[src/rtl/rtc_pirq_pkg.sv]
package rtc_pirq_pkg;
  parameter int RATE_W  = 4;
  parameter int DSEL_W  = 3;
  parameter int CHAIN_W = 15;
  parameter int NFLAG   = 3;
  parameter int REG_W   = 8;
  localparam logic [DSEL_W-1:0] DSEL_BASE32 = 3'b010;
  localparam int FLAG_LSB = 4;
  localparam int SHIFT_W = $clog2(CHAIN_W);

  typedef struct packed {
    logic per;
    logic alm;
    logic upd;
  } evt_t;
endpackage

[src/rtl/rtc_rate_decode.sv]
module rtc_rate_decode
  import rtc_pirq_pkg::*;
(
  input  logic [RATE_W-1:0]  rate_sel,
  input  logic [DSEL_W-1:0]  div_sel,
  output logic               rate_en,
  output logic               chain_hold,
  output logic [CHAIN_W-1:0] tap_mask
);
  logic [SHIFT_W-1:0] shift;
  logic               base32;

  always_comb begin
    base32     = (div_sel == DSEL_BASE32);
    chain_hold = (div_sel[DSEL_W-1:DSEL_W-2] == 2'b11);
    rate_en    = (rate_sel != '0);
    if (base32 && (rate_sel == 4'd1 || rate_sel == 4'd2))
      shift = SHIFT_W'(rate_sel) + SHIFT_W'(6);
    else if (rate_sel == '0)
      shift = '0;
    else
      shift = SHIFT_W'(rate_sel) - SHIFT_W'(1);
    tap_mask = (CHAIN_W'(1) << shift) - CHAIN_W'(1);
  end
endmodule

[src/rtl/rtc_div_chain.sv]
module rtc_div_chain
  import rtc_pirq_pkg::*;
(
  input  logic               clk,
  input  logic               rst_n,
  input  logic               tick,
  input  logic               hold,
  input  logic               rate_en,
  input  logic [CHAIN_W-1:0] tap_mask,
  output logic               per_pulse
);
  logic [CHAIN_W-1:0] cnt_q;

  always_ff @(posedge clk or negedge rst_n) begin
    if (!rst_n)      cnt_q <= '0;
    else if (hold)   cnt_q <= '0;
    else if (tick)   cnt_q <= cnt_q + CHAIN_W'(1);
  end

  assign per_pulse = tick && !hold && rate_en && ((cnt_q & tap_mask) == tap_mask);
endmodule

[src/rtl/rtc_flag_bank.sv]
module rtc_flag_bank
  import rtc_pirq_pkg::*;
(
  input  logic             clk,
  input  logic             rst_n,
  input  evt_t             evt,
  input  evt_t             ena,
  input  logic             rd,
  output logic [REG_W-1:0] reg_val,
  output logic             irq
);
  evt_t flg_q;

  always_ff @(posedge clk or negedge rst_n) begin
    if (!rst_n)  flg_q <= '0;
    else if (rd) flg_q <= evt;
    else         flg_q <= flg_q | evt;
  end

  assign irq     = |(flg_q & ena);
  assign reg_val = {irq, flg_q, {FLAG_LSB{1'b0}}};
endmodule

[src/rtl/rtc_pirq_top.sv]
module rtc_pirq_top
  import rtc_pirq_pkg::*;
(
  input  logic              clk,
  input  logic              rst_n,
  input  logic              tick_i,
  input  logic [RATE_W-1:0] rate_sel_i,
  input  logic [DSEL_W-1:0] div_sel_i,
  input  logic              upd_ie_i,
  input  logic              alm_ie_i,
  input  logic              per_ie_i,
  input  logic              upd_evt_i,
  input  logic              alm_evt_i,
  input  logic              flag_rd_i,
  input  logic              vrt_i,
  output logic [REG_W-1:0]  flag_reg_o,
  output logic [REG_W-1:0]  stat_reg_o,
  output logic              irq_o
);
  logic               rate_en, hold, per_pulse;
  logic [CHAIN_W-1:0] mask;
  logic               vrt_q;
  evt_t               evt, ena;

  rtc_rate_decode u_dec (
    .rate_sel(rate_sel_i), .div_sel(div_sel_i),
    .rate_en(rate_en), .chain_hold(hold), .tap_mask(mask)
  );

  rtc_div_chain u_chain (
    .clk(clk), .rst_n(rst_n), .tick(tick_i), .hold(hold),
    .rate_en(rate_en), .tap_mask(mask), .per_pulse(per_pulse)
  );

  assign evt = '{per: per_pulse, alm: alm_evt_i, upd: upd_evt_i};
  assign ena = '{per: per_ie_i,  alm: alm_ie_i,  upd: upd_ie_i};

  rtc_flag_bank u_flags (
    .clk(clk), .rst_n(rst_n), .evt(evt), .ena(ena), .rd(flag_rd_i),
    .reg_val(flag_reg_o), .irq(irq_o)
  );

  always_ff @(posedge clk or negedge rst_n) begin
    if (!rst_n) vrt_q <= 1'b0;
    else        vrt_q <= vrt_i;
  end

  assign stat_reg_o = {vrt_q, {(REG_W-1){1'b0}}};
endmodule

[config.mk]
export PLATFORM = sky130hd
export DESIGN_NAME = rtc_pirq_top
export DESIGN_NICKNAME = d
export VERILOG_FILES = /design/src/rtl/rtc_pirq_pkg.sv /design/src/rtl/rtc_rate_decode.sv /design/src/rtl/rtc_div_chain.sv /design/src/rtl/rtc_flag_bank.sv /design/src/rtl/rtc_pirq_top.sv
export SDC_FILE = /design/constraint.sdc
export NUM_CORES = 1
export LEC_CHECK = 0
export BUFFER_PORTS_ARGS = -buffer_cell sky130_fd_sc_hd__buf_2
export CORE_ASPECT_RATIO = 0.8
export CORE_MARGIN = 5
export CORE_UTILIZATION = 50
export CTS_BUF_LIST = sky130_fd_sc_hd__clkbuf_4 sky130_fd_sc_hd__clkbuf_8 sky130_fd_sc_hd__clkbuf_16
export DETAILED_ROUTE_END_ITERATION = 12
export HOLD_SLACK_MARGIN = 0.03
export PLACE_DENSITY = 0.76
export SETUP_SLACK_MARGIN = 0.5
export SYNTH_ARGS = -nofsm -noshare
export SYNTH_HDL_FRONTEND = slang
export SYNTH_SLANG_ARGS = --single-unit
[constraint.sdc]
create_clock -name clk -period 1.5 [get_ports clk]
set_input_delay 0.075 -clock clk [delete_from_list [all_inputs] [get_ports clk]]
set_output_delay 0.075 -clock clk [all_outputs]
set_load 0.01 [all_outputs]
==> out/metrics.cfg, run 1 <==
[floorplanning]
dieArea_um2 = 4700
row_count = 19
initial_core_util_pct = 50.7
core_area_um2 = 3380
pin_count = 34
die_w_um = 75.4
dieHeight_um = 62.4

[clocking]
htree_levels = 1
cts.clk_slew.worst_paths_ps = 70
root_buffer = clkbuf_8
cts.sinks = 19
clk_latency_ps = 250
cts_buffers = 3
cts_buffer_depth = 2
cts_tree = built

[detailed_routing]
drc = 0
totalWireLength_um = 5090
avgViaCountPerCell = 5.65
firstDrtPassIters = 5
first_iter_violations = 315
ant_nets = 0
wire_per_inst_um = 15.6
vias = 1841

[timing]
fmax_ghz = 0.428
min_period_ps = 2340
slew_viol_final = 0
finalHoldViolCount = 0
period_share_pct = 156
fin_hold_ws_ps = 125
layout_setup_ws_ps = -839
fin_skew_ps = 3.35
rsz0062_at_grt = true
finalSetupViolations = 2

[min_path]
hp-class = in2reg
worstHoldPathCells = 3
hold_end = u_flags.reg_val[6]
min_from = flag_rd_i

[worst_setup_path]
cp_max_fo = 3
rr_endpoint = u_flags.reg_val[6]
startpoint_type = input pin
cp-end-kind = flip-flop
startpoint = rate_sel_i[1]
crit_required_ps = 1670
critical_path_class = in2reg
regToRegSetupSlack_ps = -60
cp.arrival_ps = 2510
reg2reg_from = u_chain.cnt_q[9]
worst-r2r-cell-count = 5

[placed_design]
dp_hpwl_um = 3590
port_buffers = 22
gp_congestion = 0.938
place_ws_ps = -1300

[finish]
drive_above_1_share_pct = 48.6
final_util_pct = 77.0
diodes = 0
syn2layout_area_growth_pct = 51.8
final_common_cell = buf_4
nFillCells = 225
mostFrequentLayoutCells = 50 x buf_4, 19 x buf_2, 18 x dfrtp_1
nets = 306

[yosys]
synth_seq_cells = 19
synth.distinct_cells = 59
synthCells = 206
syn_avg_cell_area_um2 = 8.32
ys_seq_area_share_pct = 27.8
yosysWarnings = 0
synth_area_um2 = 1710
synth-edff-count = 0
synthFlopType = dfrtp_1
synthArstFlopShare_pct = 100

[outcome]
status = finished with violations
violations = negative setup slack

[power_and_ir_drop]
p_sw_share_pct = 32.6
pwr-share-comb_pct = 41.6
irDropWorstVdd_mv = 0.687
clkPwrFrac_pct = 22.4
p_int_mw = 1.11
pwr-share-seq_pct = 36.1
p_per_area_nw_per_um2 = 635
net-switching-power_mw = 0.539
leakage_nw = 1.13

[grt]
grt_overflow_total = 0
grt_util_all_layers_pct = 21.1
grt_pass1_vias = 1696
antenna_found_initial = 0
grt_max_degree = 20
grt_first_pass_wirelength_um = 7740

[job]
max_cap_violations = 0

-- kinds of logic (layout without fill, tap and decap cells) --
family / Yosys count / count (layout) / share of synthesized area [%]
and+or+nand+nor: 83 / 83 / 26.3
AOI/OAI and AO/OA: 53 / 53 / 23.5
buffers and inverters: 28 / 96 / 9.42
DFF: 19 / 19 / 27.8
xor gates and xnor gates: 12 / 12 / 6.14
muxes: 6 / 6 / 3.73
adders and majority gates: 4 / 4 / 2.92
other: 1 / 11 / 0.219
-- what timing repair did --
item / in CTS / in global routing
setup endpoints to repair: 17 / 17
buffers inserted: 6 / 1
pin swaps: 23 / 17
endpoints found under the hold margin: 22 / 0
hold buffers: 4 / 0
resized for setup: 43 / 9
-- area by class of cell --
cell class | instances | area, um2 | area share (%)
flip-flops and latches | 19 | 477 | 18.3
repair buffers | 85 | 653 | 25.1
well taps | 42 | 52.6 | 2.02
inverters | 7 | 41.3 | 1.59
multi-input cells | 169 | 1330 | 51.1
clock buffers | 4 | 48.8 | 1.88
-- worst max-delay path by stage --
stage / endpoint / slack [ps]
finish: u_flags.reg_val[6] / -840
CTS: u_flags.reg_val[6] / -800
global placement: u_flags.reg_val[6] / -1140
global route: u_flags.reg_val[6] / -890
floorplan: u_flags.reg_val[6] / -980
detailed placement: u_flags.reg_val[6] / -1300
-- registers in the layout (all words and copies together) (netlist names) --
signal           count
u_chain.cnt_q       15
u_flags.reg_val      3
vrt_q                1
-- synthesized netlist by cell type, types with 2 or more instances --
master / n / area share, %
clkbuf_1: 2 / 0.44
nor3b_1: 3 / 1.3
o211ai_1: 2 / 0.88
or2_2: 3 / 1.1
mux2i_1: 5 / 2.9
a211oi_1: 4 / 1.8
nand4_1: 5 / 1.8
o21ai_1: 5 / 1.5
o21a_1: 2 / 0.88
a21oi_1: 10 / 2.9
nand2_1: 16 / 3.5
a21o_1: 2 / 0.88
o221a_2: 2 / 1.3
or3_1: 7 / 2.6
nor2_1: 21 / 4.6
ha_1: 4 / 2.9
dfrtp_1: 19 / 28
xnor2_1: 4 / 2.0
buf_4: 13 / 5.7
xor2_1: 8 / 4.1
buf_2: 6 / 1.8
inv_1: 7 / 1.5
o211a_1: 2 / 1.2
nand3_1: 4 / 1.2
nor2b_1: 5 / 1.8
o21ai_0: 7 / 2.0
and2_1: 3 / 1.1
nand2b_1: 4 / 1.5
-- metal layers --
metal / vias to the layer above / routed length (um) / global-route usage, % / part of all wire [%]
li1: 875 / - / - / -
met1: 886 / 2290 / 31.6 / 45
met2: 78 / 2390 / 32.7 / 47
met3: 2 / 404 / 3.87 / 7.9
met4: 0 / 4 / 1.53 / 0.079
met5: - / 0 / 0 / 0
-- worst max-delay path, stage by stage --
cell and delay, ps:
buf_8 90, inv_8 40, ha_4 150, nand3b_1 200, a21oi_2 210, a2111oi_4 70, or3b_4 400, ha_4 280
o21ai_2 60, a211oi_2 150, o221a_2 210, o31ai_1 60, a211oi_1 230, o211ai_1 130, o2bb2ai_1 160
-- power groups by stage --
stage	clock network, mW	logic, mW	registers [mW]
after floorplan	0	0.364	0.595
after global placement	0	0.549	0.591
after detailed placement	0	0.564	0.592
after CTS	0.378	0.639	0.593
after global routing	0.412	0.753	0.602
final	0.370	0.687	0.596
-- per-stage QoR --
step / instance area [um2] / power [mW] / instances / TNS [ps]
CTS: 2550 / 1.61 / 325 / -824
finish: 2600 / 1.65 / 326 / -875
global route: 2600 / 1.77 / 326 / -1240
global placement: 2240 / 1.14 / 311 / -1160
detailed placement: 2240 / 1.16 / 311 / -1360
floorplan: 1860 / 0.959 / 216 / -1020
Note: power is estimated with default switching activity, not from simulation.
==> inputs of run 2 (changes only) <==
Settings changed: REMOVE_ABC_BUFFERS from default to 1.
==> run 2 against run 1 <==
Effect of this change:
- the flow still finishes with violations (negative setup slack)
- clock skew is 2.3 ps higher
- combinational power is 20% higher
- power is 9.7% higher
- wire length is 34% higher
- sequential share of layout area is 1.4 points lower
- first-iteration DRC count is 17% higher
- global-route usage is 5.7 points higher
- cell count is 8.0% higher
- sequential cell count stayed put
- fmax is 5.7% lower
- critical path depth is 2 higher
==> out/metrics.cfg, run 2 (synthesis gave the netlist of run 1 again) <==
[outcome]
status = finished with violations
violations = negative setup slack

[worst_setup_path]
cp.arrival_ps = 2660
cp_top_family = compound AO/OA/AOI/OAI gates
critical_path_class = in2reg
reg2reg_from = u_chain.cnt_q[3]
regToRegSetupSlack_ps = -180
startpoint_type = input pin
cp_slowest_stage_delay_ps = 280
crit_required_ps = 1680
cp-end-kind = flip-flop
cp_max_fo = 5
rr_endpoint = u_chain.cnt_q[13]
crit_chain = buf_12, inv_8, ha_4, nor2b_4, a211oi_2, buf_4, a2111oi_4, buf_4, mux2i_4, nand2_2, ha_4, o41a_1, o21a_2, mux2i_1, o22a_1, o22ai_2, o2bb2ai_1
cp_slowest_cell = a2111oi_4
path_buf_inv = 4
worst-r2r-cell-count = 8

[grt]
grt_first_pass_wirelength_um = 9670
grt_pass1_vias = 1917
grt_overflow_total = 0
antenna_found_initial = 0
grt_max_degree = 20
grt_util_all_layers_pct = 26.7

[min_path]
hp-class = in2reg
worstHoldPathCells = 3
hold_end = u_flags.reg_val[6]
min_from = flag_rd_i

[timing]
finalHoldViolCount = 0
finalSetupViolations = 4
max_slew_margin_pct = 64.1
fin_hold_ws_ps = 119
rsz0062_at_grt = true
fin_skew_ps = 5.63
fmax_ghz = 0.403
worst_slew_pin_slew_ps = 531
min_period_ps = 2480
layout_setup_ws_ps = -979
period_share_pct = 165
slew_viol_final = 0

[placed_design]
post_dp_cell_area_um2 = 2190
placed_cells = 314
gp_congestion = 0.958
dp_hpwl_um = 3630
port_buffers = 22

[detailed_routing]
avgViaCountPerCell = 6.11
wire_per_inst_um = 19.4
vias = 2150
first_iter_violations = 369
totalWireLength_um = 6840
ant_nets = 0
drc = 0
firstDrtPassIters = 5

[power_and_ir_drop]
irDropWorstVdd_mv = 0.766
total_power_mw = 1.81
p_per_area_nw_per_um2 = 642
leakage_nw = 1.27

[clocking]
clk_latency_ps = 260
cts.sinks = 19
cts.clk_slew.worst_paths_ps = 70
root_buffer = clkbuf_8
cts_buffer_depth = 2
htree_levels = 1
cts_buffers = 3
cts_tree = built

[finish]
finish.instance_area_um2 = 2830
nFillCells = 157
largest_register = u_chain.cnt_q
final_util_pct = 83.7
nets = 332
finalNonFillerCells = 352
diodes = 0
drive_above_1_share_pct = 52.9
final_common_cell = buf_4
largest_reg_flops = 15
mostFrequentLayoutCells = 72 x buf_4, 17 x nor2_1, 17 x buf_2, 17 x dfrtp_1, 16 x buf_6
syn2layout_area_growth_pct = 64.9

[floorplanning]
initial_core_util_pct = 50.7
dieArea_um2 = 4700
pin_count = 34
dieHeight_um = 62.4
core_area_um2 = 3380
row_count = 19
die_w_um = 75.4

[job]
max_cap_violations = 0

==> run 2: power breakdown <==
part	total [mW]	internal (mW)	switching (mW)
clock	0.380	0.207	0.173
sequential	0.612	0.555	0.0566
combinational	0.821	0.427	0.394
==> run 2: how the worst max path moves through the flow <==
stage                             start                  to  slack [ps]  cells after the start
final                     rate_sel_i[1]  u_flags.reg_val[6]        -980                     17
after global routing      rate_sel_i[1]  u_flags.reg_val[6]       -1070                     18
after CTS                 rate_sel_i[2]  u_flags.reg_val[6]        -780                     18
after detailed placement  rate_sel_i[1]  u_flags.reg_val[6]       -1360                     16
after global placement    rate_sel_i[1]  u_flags.reg_val[6]       -1290                     17
after floorplan           rate_sel_i[2]  u_flags.reg_val[6]       -1230                     14
==> run 2: area by class of cell <==
| type | count | area (um2) | area share (%) |
|---|---|---|---|
| Clock buffer | 4 | 48.8 | 1.73 |
| Inverter | 7 | 41.3 | 1.46 |
| Multi-Input combinational cell | 169 | 1320 | 46.9 |
| Sequential cell | 19 | 478 | 16.9 |
| Tap cell | 42 | 52.6 | 1.86 |
| Timing Repair Buffer | 111 | 881 | 31.2 |
==> run 2: metrics by stage <==
stage	TNS, ps	worst slack [ps]
floorplan	-1330	-1230
global placement	-1430	-1290
detailed placement	-1640	-1360
CTS	-894	-778
global route	-1780	-1070
finish	-1380	-979
==> run 2: per-layer routing <==
| metal | up-vias | GRT usage (%) | wire length, um |
|---|---|---|---|
| met5 | - | 0 | 0 |
| met4 | 0 | 7.42 | 276 |
| met3 | 41 | 8.06 | 764 |
| met2 | 184 | 39.5 | 3090 |
| met1 | 1000 | 37.4 | 2710 |
| li1 | 925 | - | - |
==> run 2: worst register-to-register path, cell delays in order, from the launching register on <==
cell     delay [ps]
dfrtp_1         380
nand2_2         100
nor2_4          120
and3_4          210
nand3_1         140
nor2_2          140
nand2_1          80
or3_1           330
a21oi_2         120
==> run 2: repair_timing <==
action | CTS | global route
gates cloned | 0 | 0
buffers inserted | 17 | 13
endpoints found under the hold margin | 22 | 0
pin swaps | 22 | 27
endpoints found under the setup margin | 17 | 18
resized for setup | 47 | 32
hold buffers | 4 | 0
==> inputs of run 3 (changes only) <==
Settings changed: GPL_TIMING_DRIVEN from default to 0, TNS_END_PERCENT from default to 1.
==> run 3 against run 2 <==
Effect of this change:
- the run still ends with negative setup slack left
- non-clock buffer count is 75 lower
- die area stayed put
- combinational power is 36% lower
- global-route usage is 7.9 points lower
- utilization is 19 points lower
- critical path depth is 2 lower
- critical path type unchanged
- largest power group is now sequential cells
==> out/metrics.cfg, run 3 (synthesis gave the netlist of run 1 again) <==
[outcome]
status = finished with violations
violations = negative setup slack

[finish]
mostFrequentLayoutCells = 18 x buf_2, 16 x nor2_1, 16 x dfrtp_1
final_common_cell = buf_2
nets = 257
syn2layout_area_growth_pct = 27.5
final_util_pct = 64.7
nFillCells = 275
diodes = 0
drive_above_1_share_pct = 35.3
largest_reg_flops = 15
finish.instance_area_um2 = 2180
largest_register = u_chain.cnt_q

[job]
max_cap_violations = 0

[clocking]
cts_buffers = 3
cts.clk_slew.worst_paths_ps = 60
cts_buffer_depth = 2
cts_tree = built
root_buffer = clkbuf_8
htree_levels = 1
clk_latency_ps = 250
cts.sinks = 19

[floorplanning]
core_area_um2 = 3380
die_w_um = 75.4
dieArea_um2 = 4700
initial_core_util_pct = 50.7
row_count = 19
pin_count = 34
dieHeight_um = 62.4

[timing]
fin_tns_setup_ps = -1190
fin_skew_ps = 4.26
finalSetupViolations = 4
min_period_ps = 2460
fmax_ghz = 0.407
layout_setup_ws_ps = -955
rsz0062_at_grt = true
finalHoldViolCount = 0
slew_viol_final = 0
period_share_pct = 164
worst_slew_pin_slew_ps = 527
max_slew_margin_pct = 64.9

[grt]
grt_util_all_layers_pct = 18.9
grt_max_degree = 20
grt_first_pass_wirelength_um = 7130
antenna_found_initial = 0
grt_overflow_total = 0
grt_pass1_vias = 1486

[min_path]
hold_end = u_flags.reg_val[6]
min_from = flag_rd_i
hp-class = in2reg
worstHoldPathCells = 3

[detailed_routing]
first_iter_violations = 174
avgViaCountPerCell = 5.94
vias = 1644
totalWireLength_um = 4380
ant_nets = 0
firstDrtPassIters = 5
wire_per_inst_um = 15.8
drc = 0

[worst_setup_path]
reg2reg_from = u_chain.cnt_q[6]
worst-r2r-cell-count = 8
rr_endpoint = u_chain.cnt_q[13]
path_buf_inv = 2
cp.arrival_ps = 2590
cp_slowest_stage_delay_ps = 500
crit_required_ps = 1640
crit_chain = buf_12, inv_8, ha_4, nor2b_4, a211oi_4, a2111oi_4, mux2i_4, nand2_2, ha_4, o41a_1, o21ai_1, mux2i_1, a22oi_1, o22ai_1, o2bb2ai_1
critical_path_class = in2reg
cp_top_family = compound AO/OA/AOI/OAI gates
path_common_cell = ha_4
cp-end-kind = flip-flop
regToRegSetupSlack_ps = -190
cp_slowest_cell = a2111oi_4
cp_max_fo = 6
startpoint_type = input pin

[placed_design]
post_dp_cell_area_um2 = 1780
port_buffers = 22
dp_hpwl_um = 2820
gp_congestion = 0.911

[power_and_ir_drop]
leakage_nw = 0.894
irDropWorstVdd_mv = 0.455
p_per_area_nw_per_um2 = 683

## run 3: cell count changes in the layout (fill, tap and decap cells not counted), sizes merged
cell	delta
buf	-75
## run 3: through the flow
| step | instances | total power, mW | setup slack [ps] | hold slack (ps) |
|---|---|---|---|---|
| detailed placement | 259 | 0.996 | -1880 | 34.3 |
| floorplan | 195 | 0.874 | -1230 | -221 |
| global placement | 259 | 0.984 | -1810 | 32.9 |
| CTS | 277 | 1.47 | -869 | 95.1 |
| finish | 277 | 1.49 | -955 | 101 |
| global route | 277 | 1.57 | -1000 | 111 |
## run 3: final cells by class
cell class                 count  area (um2)  share of cell area, %
clock buffer                   4        48.8                   2.23
tap                           42        52.6                   2.41
inverter                       7        41.3                   1.89
sequential                    19         479                   21.9
timing repair buffer          36         264                   12.1
multi-input combinational    169        1300                   59.4
## run 3: per-layer routing
layer | GRT usage (%) | share of wire, %
met3 | 4.19 | 8.0
met2 | 26.9 | 44
met4 | 3.06 | 1.7
met5 | 0 | 0
met1 | 29.2 | 46
## run 3: worst max-delay path by stage
stage,to,start,depth (start not counted),slack (ps)
2_1_floorplan,u_flags.reg_val[6],rate_sel_i[2],14,-1230
3_3_place_gp,u_flags.reg_val[6],rate_sel_i[1],15,-1810
3_5_place_dp,u_flags.reg_val[6],rate_sel_i[1],15,-1880
4_1_cts,u_flags.reg_val[6],rate_sel_i[2],15,-870
5_1_grt,u_flags.reg_val[6],rate_sel_i[1],15,-1000
6_report,u_flags.reg_val[6],rate_sel_i[1],15,-960
## run 3: repair_timing
action / 4_1_cts / 5_1_grt
setup buffers: 10 / 0
gates cloned: 0 / 0
setup endpoints to repair: 17 / 17
pin swaps: 21 / 13
hold buffers: 4 / 0
endpoints found under the hold margin: 22 / 0
gates resized for setup: 49 / 13
## run 3: tightest hold or removal path, delay by kind of cell
family / cells / cell delay (ps)
compound gates: 1 / 110
buf+inv: 2 / 130
## run 3: power by group
part	internal, mW	total (mW)	switching [mW]
combinational	0.236	0.527	0.291
sequential	0.552	0.596	0.0443
clock	0.207	0.368	0.162
total	0.995	1.49	0.497
